===== src/rtl/tds_pkg.sv =====
package tds_pkg;

   localparam int FN_W = 3;

   typedef enum logic [FN_W-1:0] {
      FN_ZERO  = 3'b000,
      FN_BSUBA = 3'b001,
      FN_ASUBB = 3'b010,
      FN_ADD   = 3'b011,
      FN_XOR   = 3'b100,
      FN_OR    = 3'b101,
      FN_AND   = 3'b110,
      FN_ONES  = 3'b111
   } alu_fn_e;

endpackage


===== src/rtl/tds_alu.sv =====
module tds_alu
   import tds_pkg::*;
#(
   parameter int W = 8
) (
   input  logic [W-1:0] a,
   input  logic [W-1:0] b,
   input  alu_fn_e      fn,
   output logic [W-1:0] y
);

   logic [W-1:0] add_x, add_y, sum;
   logic         cin;

   // One shared adder serves add and both subtract directions
   always_comb begin
      add_x = a;
      add_y = b;
      cin   = 1'b0;
      case (fn)
         FN_ASUBB: begin add_y = ~b; cin = 1'b1; end
         FN_BSUBA: begin add_x = b; add_y = ~a; cin = 1'b1; end
         default: ;
      endcase
      sum = add_x + add_y + W'(cin);
   end

   always_comb begin
      case (fn)
         FN_ZERO:                   y = '0;
         FN_ADD, FN_ASUBB, FN_BSUBA: y = sum;
         FN_XOR:                    y = a ^ b;
         FN_OR:                     y = a | b;
         FN_AND:                    y = a & b;
         default:                   y = '1;
      endcase
   end

endmodule


===== src/rtl/tds_operand_reg.sv =====
module tds_operand_reg #(
   parameter int           W    = 8,
   parameter logic [W-1:0] INIT = '0
) (
   input  logic         clk,
   input  logic         rst,
   input  logic         load,
   input  logic [W-1:0] d,
   output logic [W-1:0] q
);

   always_ff @(posedge clk) begin
      if (rst)       q <= INIT;
      else if (load) q <= d;
   end

   assert_hold_when_idle_R6: assert property (@(posedge clk) disable iff (rst)
      !load |=> $stable(q));

   assert_capture_on_load_R6: assert property (@(posedge clk) disable iff (rst)
      load |=> q == $past(d));

endmodule


===== src/rtl/tds_ctrl_table.sv =====
module tds_ctrl_table
   import tds_pkg::*;
#(
   parameter int STATE_W  = 2,
   parameter bit WRITABLE = 1'b1,
   localparam int WORD_W  = STATE_W + FN_W + 2,
   localparam int DEPTH   = 1 << STATE_W
) (
   input  logic               clk,
   input  logic               rst,
   input  logic               we,
   input  logic [STATE_W-1:0] waddr,
   input  logic [WORD_W-1:0]  wdata,
   input  logic [STATE_W-1:0] raddr,
   output logic [WORD_W-1:0]  rword
);

   // Default program: add into A, subtract into B, OR into A; others idle to 0
   function automatic logic [WORD_W-1:0] boot_word(input logic [STATE_W-1:0] s);
      case (s)
         STATE_W'(0): return {STATE_W'(1), FN_ADD,   2'b10};
         STATE_W'(1): return {STATE_W'(2), FN_ASUBB, 2'b01};
         STATE_W'(2): return {STATE_W'(0), FN_OR,    2'b10};
         default:     return {STATE_W'(0), FN_ZERO,  2'b00};
      endcase
   endfunction

   generate
      if (WRITABLE) begin : g_ram
         logic [WORD_W-1:0] mem [DEPTH];

         always_ff @(posedge clk) begin
            if (rst) begin
               for (int i = 0; i < DEPTH; i++) mem[i] <= boot_word(STATE_W'(i));
            end else if (we) begin
               mem[waddr] <= wdata;
            end
         end

         assign rword = mem[raddr];

         assert_write_lands_R7: assert property (@(posedge clk) disable iff (rst)
            we |=> mem[$past(waddr)] == $past(wdata));
      end else begin : g_rom
         logic unused_wr;
         assign unused_wr = ^{clk, rst, we, waddr, wdata};
         always_comb rword = boot_word(raddr);
      end
   endgenerate

endmodule


===== src/rtl/tds_sequencer.sv =====
module tds_sequencer
   import tds_pkg::*;
#(
   parameter int                DATA_W   = 8,
   parameter int                STATE_W  = 2,
   parameter bit                WRITABLE = 1'b1,
   parameter logic [DATA_W-1:0] A_INIT   = '0,
   parameter logic [DATA_W-1:0] B_INIT   = '0,
   localparam int               WORD_W   = STATE_W + FN_W + 2
) (
   input  logic               clk,
   input  logic               rst,
   input  logic               tbl_we,
   input  logic [STATE_W-1:0] tbl_addr,
   input  logic [WORD_W-1:0]  tbl_wdata,
   output logic [STATE_W-1:0] state,
   output logic [FN_W-1:0]    fn,
   output logic               load_a,
   output logic               load_b,
   output logic [DATA_W-1:0]  a_val,
   output logic [DATA_W-1:0]  b_val
);

   if (DATA_W < 1) begin : g_bad_data_w
      $error("tds_sequencer: DATA_W must be at least 1");
   end
   if (STATE_W < 2) begin : g_bad_state_w
      $error("tds_sequencer: STATE_W must be at least 2 for the default program");
   end

   logic [WORD_W-1:0]  word;
   logic [STATE_W-1:0] nxt;
   alu_fn_e            alu_fn;
   logic [DATA_W-1:0]  alu_y;

   tds_ctrl_table #(.STATE_W(STATE_W), .WRITABLE(WRITABLE)) u_table (
      .clk(clk), .rst(rst), .we(tbl_we), .waddr(tbl_addr),
      .wdata(tbl_wdata), .raddr(state), .rword(word)
   );

   assign nxt    = word[WORD_W-1 -: STATE_W];
   assign alu_fn = alu_fn_e'(word[2 +: FN_W]);
   assign load_a = word[1];
   assign load_b = word[0];
   assign fn     = word[2 +: FN_W];

   always_ff @(posedge clk) begin
      if (rst) state <= '0;
      else     state <= nxt;
   end

   tds_alu #(.W(DATA_W)) u_alu (.a(a_val), .b(b_val), .fn(alu_fn), .y(alu_y));

   tds_operand_reg #(.W(DATA_W), .INIT(A_INIT)) u_reg_a (
      .clk(clk), .rst(rst), .load(load_a), .d(alu_y), .q(a_val)
   );
   tds_operand_reg #(.W(DATA_W), .INIT(B_INIT)) u_reg_b (
      .clk(clk), .rst(rst), .load(load_b), .d(alu_y), .q(b_val)
   );

   assert_state_follows_word_R7: assert property (@(posedge clk) disable iff (rst)
      1'b1 |=> state == $past(word[WORD_W-1 -: STATE_W]));

   assert_add_sum_R2: assert property (@(posedge clk) disable iff (rst)
      (alu_fn == FN_ADD) |-> alu_y == DATA_W'(a_val + b_val));

   assert_sub_exact_R3: assert property (@(posedge clk) disable iff (rst)
      (alu_fn == FN_ASUBB) |-> alu_y == DATA_W'(a_val - b_val));

   assert_reset_values_R1: assert property (@(posedge clk)
      $past(rst) |-> (state == '0 && a_val == A_INIT && b_val == B_INIT));

endmodule


===== config.mk =====
export PLATFORM = sky130hd
export DESIGN_NAME = tds_sequencer
export DESIGN_NICKNAME = d
export VERILOG_FILES = /design/src/rtl/tds_pkg.sv /design/src/rtl/tds_alu.sv /design/src/rtl/tds_operand_reg.sv /design/src/rtl/tds_ctrl_table.sv /design/src/rtl/tds_sequencer.sv
export SDC_FILE = /design/constraint.sdc
export NUM_CORES = 1
export LEC_CHECK = 0
export ABC_AREA = 1
export BUFFER_PORTS_ARGS = -buffer_cell sky130_fd_sc_hd__buf_2
export CAP_MARGIN = 20
export CORE_ASPECT_RATIO = 0.7
export CORE_MARGIN = 2
export CORE_UTILIZATION = 59
export DETAILED_ROUTE_END_ITERATION = 6
export PLACE_DENSITY_LB_ADDON = 0.12
export SLEW_MARGIN = 20
export SYNTH_ARGS = -nofsm -noshare
export SYNTH_HDL_FRONTEND = slang
export SYNTH_SLANG_ARGS = --single-unit

===== constraint.sdc =====
create_clock -name clk -period 3.55 [get_ports clk]
set_clock_uncertainty 0.1 [all_clocks]
set_input_delay 0.355 -clock clk [delete_from_list [all_inputs] [get_ports clk]]
set_output_delay 0.355 -clock clk [all_outputs]
set_load 0.02 [all_outputs]

==> metrics.txt <==
outcome=complete, no violations; Yosys reg bits=46; sequential share of the synthesized area=37.9%; number of max-cap violations=0; crit path DAT=3.30 ns; synth warn=0; WP data required=3.64 ns; initial antenna violation count=0; Vert. Die Dim=65.3 um; fin nets=468; CTS tree=done; RSZ-0062 raised after global routing=no; commonest cells after routing, fill and taps aside=89 x nand2_1, 57 x inv_1, 45 x nor2_1; Hold Path Cell Cnt=3; most common cell after layout, fill and taps aside=nand2_1; core area=0.00520 mm^2; Syn Inst Count=399; Slew Viols, Final=0; TritonCTS buffer count=5; CTS root buffer=clkbuf_8; kind of critical path=flop to flop; Crit path max-delay family=simple AND/OR/NAND/NOR gates; hold endpoint=u_table.g_ram.mem[0][5]; syn_nets=435; H-tree Lvls=2; share of layout cells above drive strength 1=20.8%; IO Pins=35; Post-CTS Repair Setup Buffers=0; hold buffer count at cts=0; Power Density=697 mW/mm^2; GP Congestion=0.894; fin crit share=90.2%; Hold Crit Class=input pin to flop; Cell Area, Synth=0.00317 mm^2; Area Overhead vs Synth=10.1%; WHS=0.256 ns; Clock transition at path regs=0.09 ns; IO buf count=34; Initial Utilization=60.9%; Hold Vio Cnt, Final=0; min-delay src=tbl_wdata[5]; FF-to-FF setup slack=0.35 ns; worst skew pair latency=0.30 ns; reg2reg start=state[0]; slack of the critical path=0.347 ns; DP Worst Slack=0.209 ns; drt first pass iters=5; Vias=2,735; CP peak stage delay=0.40 ns; reg-to-reg critical path endpoint=u_reg_a.q[4]; Worst setup startpoint=state[0]; first-pass GRT wire length=12.6 mm; P_leak=1.73 nW; total die area=0.00599 mm^2; vias in the first global route=2,583; Final Critical Period=3.20 ns; routed vias/inst=5.42; largest net degree at the start of global routing=17; synthesized area per cell=7.95 um^2; Critical Path Start Type=flop; Overflow after GRT=0; routed length per instance=14.8 um; FF-to-FF path depth=19; drt total wl=7.48 mm; ANT nets after route=0; worst slew pin tran=0.409 ns; count of different cell masters after synthesis=38; CTS sink count=46; drt initial violations=247; CP Buf/Inv Count=3; crit end category=flop; Slowest cell on crit path=dfxtp_4; Max VDD drop=366 uV; ANT cells=0; crit-path cells=inv_6, nand2_1, nand2_1, nand2_1, nand2_1, nand3_4, nand2_4, inv_1, a21oi_1, fa_1, inv_1, fa_1, nand3_1, nand3_1, or2_2, nand3_1, nand4_1, nor2_1, nor2_1; Slew Limit Headroom=72.6%; row cnt=22; clk buf depth=2; Worst Path Max Fanout=15; setup violators final=0; most frequent CP cell=nand2_1; post-detail-place hpwl=5.59 mm; DRC=0; Setup TNS=0 ns; Achievable Freq=0.312 GHz; cts repair resizes=0; die width=91.6 um; Tot GR Track Use=27.0%
Yosys cell counts (all sizes together):
| cell type | count | area, um^2 |
|---|---|---|
| inv | 61 | 234 |
| clkbuf | 3 | 11.3 |
| o22ai | 1 | 6.26 |
| xor2 | 1 | 8.76 |
| nand4 | 1 | 6.26 |
| a211oi | 1 | 7.51 |
| nor3 | 2 | 20.0 |
| fa | 2 | 40.0 |
| o21ai | 24 | 131 |
| nand2 | 104 | 463 |
| dfxtp | 18 | 360 |
| clkinv | 1 | 3.75 |
| nor3b | 1 | 7.51 |
| buf | 11 | 93.8 |
| ha | 22 | 275 |
| a31oi | 1 | 6.26 |
| o221ai | 6 | 52.6 |
| nand3 | 30 | 205 |
| a21oi | 28 | 151 |
| nor2 | 48 | 206 |
| edfxtp | 28 | 841 |
| xnor2 | 1 | 8.76 |
| a32oi | 2 | 17.5 |
| or2 | 2 | 12.5 |
worst max-delay path by stage:
stage / depth (start not counted) / endpoint
after global placement: 18 / u_reg_b.q[4]
final: 19 / u_reg_a.q[4]
after detailed placement: 18 / u_reg_b.q[4]
after floorplan: 18 / u_reg_a.q[4]
after global routing: 23 / u_reg_a.q[6]
after CTS: 18 / u_reg_b.q[4]
where the power goes:
group | total (mW) | switching (mW) | internal, mW
Sequential | 0.761 | 0.0987 | 0.662
Combinational | 1.27 | 0.819 | 0.454
Clock | 0.400 | 0.189 | 0.211
Total | 2.43 | 1.11 | 1.33
area by class of cell:
| type | instances | area [um^2] |
|---|---|---|
| fillers | 460 | 1710 |
| multi-input cells | 277 | 1630 |
| flip-flops and latches | 46 | 1210 |
| inverters | 62 | 240 |
| repair buffers | 40 | 215 |
| well taps | 72 | 90.1 |
| clock buffers | 5 | 68.8 |
| clock inverters | 3 | 43.8 |
logic make-up after synthesis:
kind of cell | count (synthesis) | share of synthesized area, %
flops | 46 | 37.9
xor+xnor | 2 | 0.553
fa+ha+maj | 24 | 9.94
simple gates | 188 | 29.0
compound gates | 63 | 11.8
buf+inv | 76 | 10.8
flip-flops by register name (all words and copies together) (netlist names):
signal / count
state: 2
u_reg_a.q: 8
u_reg_b.q: 8
u_table.g_ram.mem: 28
worst reg2reg max path: cells and delay by family (launching register included):
kind	cells	cell delay (ns)
AND/OR/NAND/NOR	13	1.54
adder cells (fa/ha/maj)	2	0.61
flip-flops	1	0.40
buffers and inverters	3	0.26
AO/OA/AOI/OAI	1	0.21
layer usage:
layer	up-vias	wire length (um)	track usage, %
li1	1358	-	-
met1	1252	3760	41.5
met2	121	3020	41.1
met3	4	664	4.01
met4	0	40	4.36
met5	-	0	0
per-stage QoR:
step | power [mW] | cell area (um^2) | cells | utilization [%]
finish | 2.43 | 3490 | 505 | 67.1
global route | 2.64 | 3490 | 505 | 67.1
CTS | 2.42 | 3480 | 505 | 67.0
detailed placement | 2.01 | 3370 | 497 | 64.8
global placement | 1.99 | 3370 | 497 | 64.8
floorplan | 1.73 | 3170 | 399 | -
No activity file was read; power rests on OpenSTA's default activity.
